File: config.mk
export PLATFORM = sky130hd
export DESIGN_NAME = fbk_pulse_divider
export DESIGN_NICKNAME = d
export VERILOG_FILES = /design/src/rtl/fbdiv_pkg.sv /design/src/rtl/fbdiv_ctrl.sv /design/src/rtl/fbdiv_dp.sv /design/src/rtl/fbk_pulse_divider.sv
export SDC_FILE = /design/constraint.sdc
export NUM_CORES = 1
export LEC_CHECK = 0
export BUFFER_PORTS_ARGS = -buffer_cell sky130_fd_sc_hd__buf_4
export CORE_MARGIN = 2
export CORE_UTILIZATION = 55
export DETAILED_ROUTE_END_ITERATION = 10
export PLACE_DENSITY_LB_ADDON = 0.08
export SLEW_MARGIN = 10
export SYNTH_ARGS = -nofsm -noshare
export SYNTH_HDL_FRONTEND = slang
export SYNTH_SLANG_ARGS = --single-unit
File: constraint.sdc
create_clock -name clk -period 3.9 [get_ports clk]
set_input_delay 0.195 -clock clk [delete_from_list [all_inputs] [get_ports clk]]
set_output_delay 0.195 -clock clk [all_outputs]
set_load 0.005 [all_outputs]
File: src/rtl/fbdiv_pkg.sv
package fbdiv_pkg;
  localparam int PS_CODE_W = 2;
  localparam int PS_W = (1 << PS_CODE_W) - 1;

  typedef struct packed {
    logic restart;
    logic lengthen;
    logic shorten;
    logic selInt;
    logic extEdge;
  } fbdivCtl_t;
endpackage

File: src/rtl/fbdiv_ctrl.sv
module fbdiv_ctrl
  import fbdiv_pkg::*;
(
  input  logic      clk,
  input  logic      rstN,
  input  logic      addCmd,
  input  logic      swallowCmd,
  input  logic      useInternal,
  input  logic      extPol,
  input  logic      extFbk,
  input  logic      divTc,
  output fbdivCtl_t ctl
);
  logic addPrev, swPrev, extPrev;
  logic addPend, swPend, intSel;
  logic extEdge, addRise, swRise;

  // Edge history follows the inputs even during reset
  always_ff @(posedge clk) begin
    addPrev <= addCmd;
    swPrev  <= swallowCmd;
    extPrev <= extFbk;
  end

  assign extEdge = extPol ? (extPrev & ~extFbk) : (~extPrev & extFbk);
  assign addRise = addCmd & ~addPrev;
  assign swRise  = swallowCmd & ~swPrev;

  always_ff @(posedge clk) begin
    if (!rstN) begin
      addPend <= 1'b0;
      swPend  <= 1'b0;
      intSel  <= 1'b1;
    end else begin
      addPend <= (addPend & ~divTc) | addRise;
      swPend  <= (swPend & ~divTc) | swRise;
      intSel  <= useInternal & (intSel | extEdge);
    end
  end

  always_comb begin
    ctl.restart  = ~intSel & useInternal & extEdge;
    ctl.lengthen = swPend & ~addPend;
    ctl.shorten  = addPend & ~swPend;
    ctl.selInt   = intSel;
    ctl.extEdge  = extEdge;
  end
endmodule

File: src/rtl/fbdiv_dp.sv
module fbdiv_dp
  import fbdiv_pkg::*;
#(
  parameter int MOD_W  = 11,
  parameter int SYNC_W = 8
) (
  input  logic                 clk,
  input  logic                 rstN,
  input  logic                 tickEn,
  input  logic [MOD_W-1:0]     modVal,
  input  logic [PS_CODE_W-1:0] postCode,
  input  logic [SYNC_W-1:0]    syncLoVal,
  input  logic [SYNC_W-1:0]    syncHiVal,
  input  fbdivCtl_t            ctl,
  output logic                 divTc,
  output logic                 fbkPulse,
  output logic                 syncLo,
  output logic                 syncHi
);
  localparam int CNT_W = MOD_W + 1;

  logic [CNT_W-1:0]  cnt, endVal;
  logic [PS_W-1:0]   psCnt, psEnd;
  logic [PS_W:0]     psOne;
  logic              psLast, intFire;
  logic [SYNC_W-1:0] cntHigh;

  always_comb begin
    endVal = {1'b0, modVal} + CNT_W'(ctl.lengthen) - CNT_W'(ctl.shorten);
    psOne  = {{PS_W{1'b0}}, 1'b1} << (PS_W - int'(postCode));
    psEnd  = PS_W'(psOne - (PS_W + 1)'(1));
  end

  assign divTc   = tickEn & (cnt >= endVal);
  assign psLast  = (psCnt >= psEnd);
  assign intFire = divTc & psLast;

  always_ff @(posedge clk) begin
    if (!rstN) begin
      cnt      <= '0;
      psCnt    <= '0;
      fbkPulse <= 1'b0;
    end else begin
      if (ctl.restart) begin
        cnt   <= '0;
        psCnt <= '0;
      end else if (tickEn) begin
        cnt <= divTc ? '0 : cnt + CNT_W'(1);
        if (divTc) psCnt <= psLast ? '0 : psCnt + PS_W'(1);
      end
      fbkPulse <= ctl.selInt ? intFire : ctl.extEdge;
    end
  end

  assign cntHigh = cnt[MOD_W-1 -: SYNC_W];
  assign syncLo  = (cntHigh == syncLoVal);
  assign syncHi  = (cntHigh == syncHiVal);
endmodule

File: src/rtl/fbk_pulse_divider.sv
module fbk_pulse_divider
  import fbdiv_pkg::*;
#(
  parameter int MOD_W  = 11,
  parameter int SYNC_W = 8
) (
  input  logic                 clk,
  input  logic                 rstN,
  input  logic                 tickEn,
  input  logic [MOD_W-1:0]     modVal,
  input  logic [PS_CODE_W-1:0] postCode,
  input  logic [SYNC_W-1:0]    syncLoVal,
  input  logic [SYNC_W-1:0]    syncHiVal,
  input  logic                 addCmd,
  input  logic                 swallowCmd,
  input  logic                 useInternal,
  input  logic                 extPol,
  input  logic                 extFbk,
  output logic                 fbkPulse,
  output logic                 syncLo,
  output logic                 syncHi
);
  fbdivCtl_t ctl;
  logic      divTc;

  fbdiv_ctrl ctrl_i (
    .clk(clk), .rstN(rstN), .addCmd(addCmd), .swallowCmd(swallowCmd),
    .useInternal(useInternal), .extPol(extPol), .extFbk(extFbk),
    .divTc(divTc), .ctl(ctl)
  );

  fbdiv_dp #(.MOD_W(MOD_W), .SYNC_W(SYNC_W)) dp_i (
    .clk(clk), .rstN(rstN), .tickEn(tickEn), .modVal(modVal),
    .postCode(postCode), .syncLoVal(syncLoVal), .syncHiVal(syncHiVal),
    .ctl(ctl), .divTc(divTc), .fbkPulse(fbkPulse),
    .syncLo(syncLo), .syncHi(syncHi)
  );
endmodule

==> impl_metrics.csv <==
group,metric,value,unit
setup_path,r2r-end,"dp_i.psCnt[2]",
setup_path,critPathArrivalTime,3.83,ns
synth,synthArstFlopShare,0,%
hold_path,min_from,"swallowCmd",
placed_design,place_worst_setup_slack,0.2234,ns
setup_path,crit_path_frequent_cell,"ha_1",
clock_tree,tritoncts,"done",
clock_tree,htreeDepth,1,
setup_path,crit_path_cell_trace,"inv_1 -> ha_1 -> inv_1 -> ha_1 -> fa_1 -> a21o_1 -> a211oi_2 -> o21ai_0 -> and3_1 -> a311oi_1 -> ha_1 -> and4_1 -> and2_4 -> a2bb2oi_4 -> buf_4 -> a2111o_1 -> o31ai_1",
detailed_routing,wire_per_inst,11.36,µm
global_routing,grt_max_degree,14,
timing,period_minus_slack,3.650,ns
finish,nets,367,
placed_design,place_hpwl,3260,µm
setup_path,path_buf_inv,3,
clock_tree,cts-root-buf,"clkbuf_8",
clock_tree,clock_sinks,22,
pwr,ir_drop,182.7,µV
setup_path,critPathRequiredTime,4.08,ns
setup_path,cp-startpoint,"ctrl_i.swPend",
clock_tree,clk_latency,0.26,ns
timing,worst_pin_slew,0.3223,ns
timing,finalCritPeriodShare,93.58,%
detailed_routing,drtIter0Drc,42,
setup_path,r2r-start,"ctrl_i.swPend",
synth,syn_nets,322,
setup_path,start_kind,"flip-flop",
hold_path,min_path_cells,1,
outcome,outcome,"completed",
setup_path,r2r_slack,0.25,ns
floorplan,start_util,56.73,%
synth,avgSynthCellArea,8.022,µm²
setup_path,cp_slowest_cell,"fa_1",
floorplan,std_cell_rows,22,
global_routing,gr-total-overflow,0,
detailed_routing,drc_errors,0,
timing,holdWs,0.04419,ns
floorplan,dieArea,4223,µm²
timing,finalMaxSlewViolations,0,
timing,skew,0.007996,ns
clock_tree,cts_buffers,3,
setup_path,end_kind,"flip-flop",
setup_path,slowest_delay,0.41,ns
floorplan,dieWidth,64.99,µm
hold_path,hp-class,"input port to flip-flop",
floorplan,coreArea,3606,µm²
pwr,p_leak,0.001162,µW
finish,drive_above_1_share,19.06,%
finish,areaGrowthSynthToFinish,21.59,%
synth,synth-main-ff-cell,"dfxtp_1",
timing,max-slew-margin-rel,78.37,%
global_routing,grt_pass1_wl,6920,µm
clock_tree,cts_buffer_depth,2,
setup_path,reg2reg_depth,17,
detailed_routing,viasPerCell,5.282,
placed_design,port_buffers,39,
detailed_routing,first_pass_iters,4,
detailed_routing,ant_nets,0,
global_routing,antenna_found_initial,0,
floorplan,die_h,64.99,µm
timing,layout_setup_ws,0.2503,ns
synth,ys_ff_latch,22,
synth,syn_inst,255,
finish,antenna_cells,0,
setup_path,cp_top_family,"compound AO/OA/AOI/OAI gates",
flow_run,drv_cap,0,
hold_path,hold_end,"ctrl_i.swPrev",
synth,syn_area,2046,µm²
pwr,total_power,640.3,µW
floorplan,io_pins,40,
placed_design,globalplace.congestion,0.7761,
timing,finalSetupViolations,0,
setup_path,cp_max_fo,6,
synth,synth_edf_count,0,
setup_path,critical_path_class,"flip-flop to flip-flop",
global_routing,grt_pass1_vias,1727,
synth,yosysUniqueCellTypes,45,
detailed_routing,vias,1833,
timing,clock.fmax,274.0,MHz
synth,ys_seq_area_share,21.53,%
pwr,p_per_area,257.4,nW/µm²
global_routing,track_usage,20.11,%
timing,hold_violations,0,
clock_tree,ctsResizeCount,0,
setup_path,cp.depth,17,
synth,yosysWarnings,0,
clock_tree,clkSlewWorstSetupHoldPaths,0.09,ns
detailed_routing,drt_wl_total,3942,µm
[flip-flops by register name (all words and copies together), names as in the netlist]
signal / count
dp_i.psCnt: 3
ctrl_i.addPrev: 1
ctrl_i.swPrev: 1
ctrl_i.intSel: 1
ctrl_i.swPend: 1
dp_i.fbkPulse: 1
ctrl_i.addPend: 1
dp_i.cnt: 12
ctrl_i.extPrev: 1
[cell usage after synthesis, types with 2 or more instances]
cell type,instances,area (µm²)
a2111o_1,2,22.52
a211o_1,2,17.52
a21o_1,2,15.01
a21oi_1,18,90.09
a31oi_1,2,12.51
a32oi_1,2,17.52
and3_1,6,37.54
and4_1,2,17.52
clkbuf_1,2,7.510
dfxtp_1,22,440.4
ha_1,29,362.9
inv_1,29,108.9
nand2_1,23,86.33
nand2b_1,3,18.77
nand3_1,4,20.02
nand4_1,12,75.07
nor2_1,23,86.33
nor2b_1,4,25.02
nor3_1,4,20.02
o21a_1,2,15.01
o21ai_0,6,30.03
xnor2_1,25,219.0
xor2_1,9,78.83
[metal layers]
layer | wire length, µm | vias to the layer above | GRT usage, %
met5 | 0 | - | 0
met1 | 1921 | 817 | 26.63
met2 | 1823 | 38 | 35.05
met3 | 171 | 2 | 2.257
met4 | 25 | 0 | 4.255
li1 | - | 976 | -
[worst register-to-register path: cells and delay by family, from the launching register on]
family / cells / cell delay, ns
compound gates: 7 / 1.33
fa+ha+maj: 4 / 1.04
buf+inv: 3 / 0.24
flops: 1 / 0.34
simple gates: 3 / 0.61
[cell type report]
class / instances / area [µm²]
multi-input cells: 201 / 1484
fillers: 347 / 1119
flip-flops and latches: 22 / 440.4
repair buffers: 43 / 322.8
inverters: 29 / 108.9
well taps: 48 / 60.06
clock buffers: 3 / 41.29
clock inverters: 1 / 30.03
[worst max path at each step]
stage,end,slack [ns]
2_1_floorplan,dp_i.fbkPulse,0.56
3_3_place_gp,dp_i.cnt[10],0.34
3_5_place_dp,dp_i.cnt[11],0.22
4_1_cts,dp_i.cnt[11],0.17
5_1_grt,dp_i.psCnt[2],-0.0003
6_report,dp_i.psCnt[2],0.25
[stage by stage]
stage / util [%] / setup TNS [ns] / instance area [µm²] / std cells
2_1_floorplan: - / 0 / 2046 / 255
3_3_place_gp: 66.17 / 0 / 2386 / 339
3_5_place_dp: 66.17 / 0 / 2386 / 339
4_1_cts: 68.15 / 0 / 2457 / 343
5_1_grt: 68.98 / -0.0002922 / 2487 / 347
6_report: 68.98 / 0 / 2487 / 347
[cell usage in the layout, fill, tap and decap left out, drive strengths merged, types with 3 or more instances in the layout]
cell type	netlist	routed
buf	1	43
inv	29	29
ha	29	29
xnor2	25	25
nand2	23	23
nor2	23	23
dfxtp	22	22
a21oi	18	18
nand4	13	13
xor2	9	9
o21ai	8	8
and3	6	6
nand3	4	4
nor3	4	4
nor2b	4	4
nand2b	3	3
clkbuf	2	3
a21o	3	3
[report_power, final]
part,internal [µW],switching [µW]
Combinational,98.5,96.5
Clock,137,73.5
Sequential,230,4.61
Total,466,175
[cells by family after synthesis]
family / count (synthesis) / share of synthesized area (%)
buffers and inverters: 32 / 5.932
adder cells (fa/ha/maj): 30 / 18.72
AO/OA/AOI/OAI: 48 / 16.58
XOR/XNOR: 34 / 14.56
flip-flops: 22 / 21.53
AND/OR/NAND/NOR: 89 / 22.69
[repair_timing]
action,4_1_cts,5_1_grt
hold buffers,0,0
buffers inserted,0,4
endpoints found under the setup margin,0,10
No activity file was read; power rests on OpenSTA's default activity.
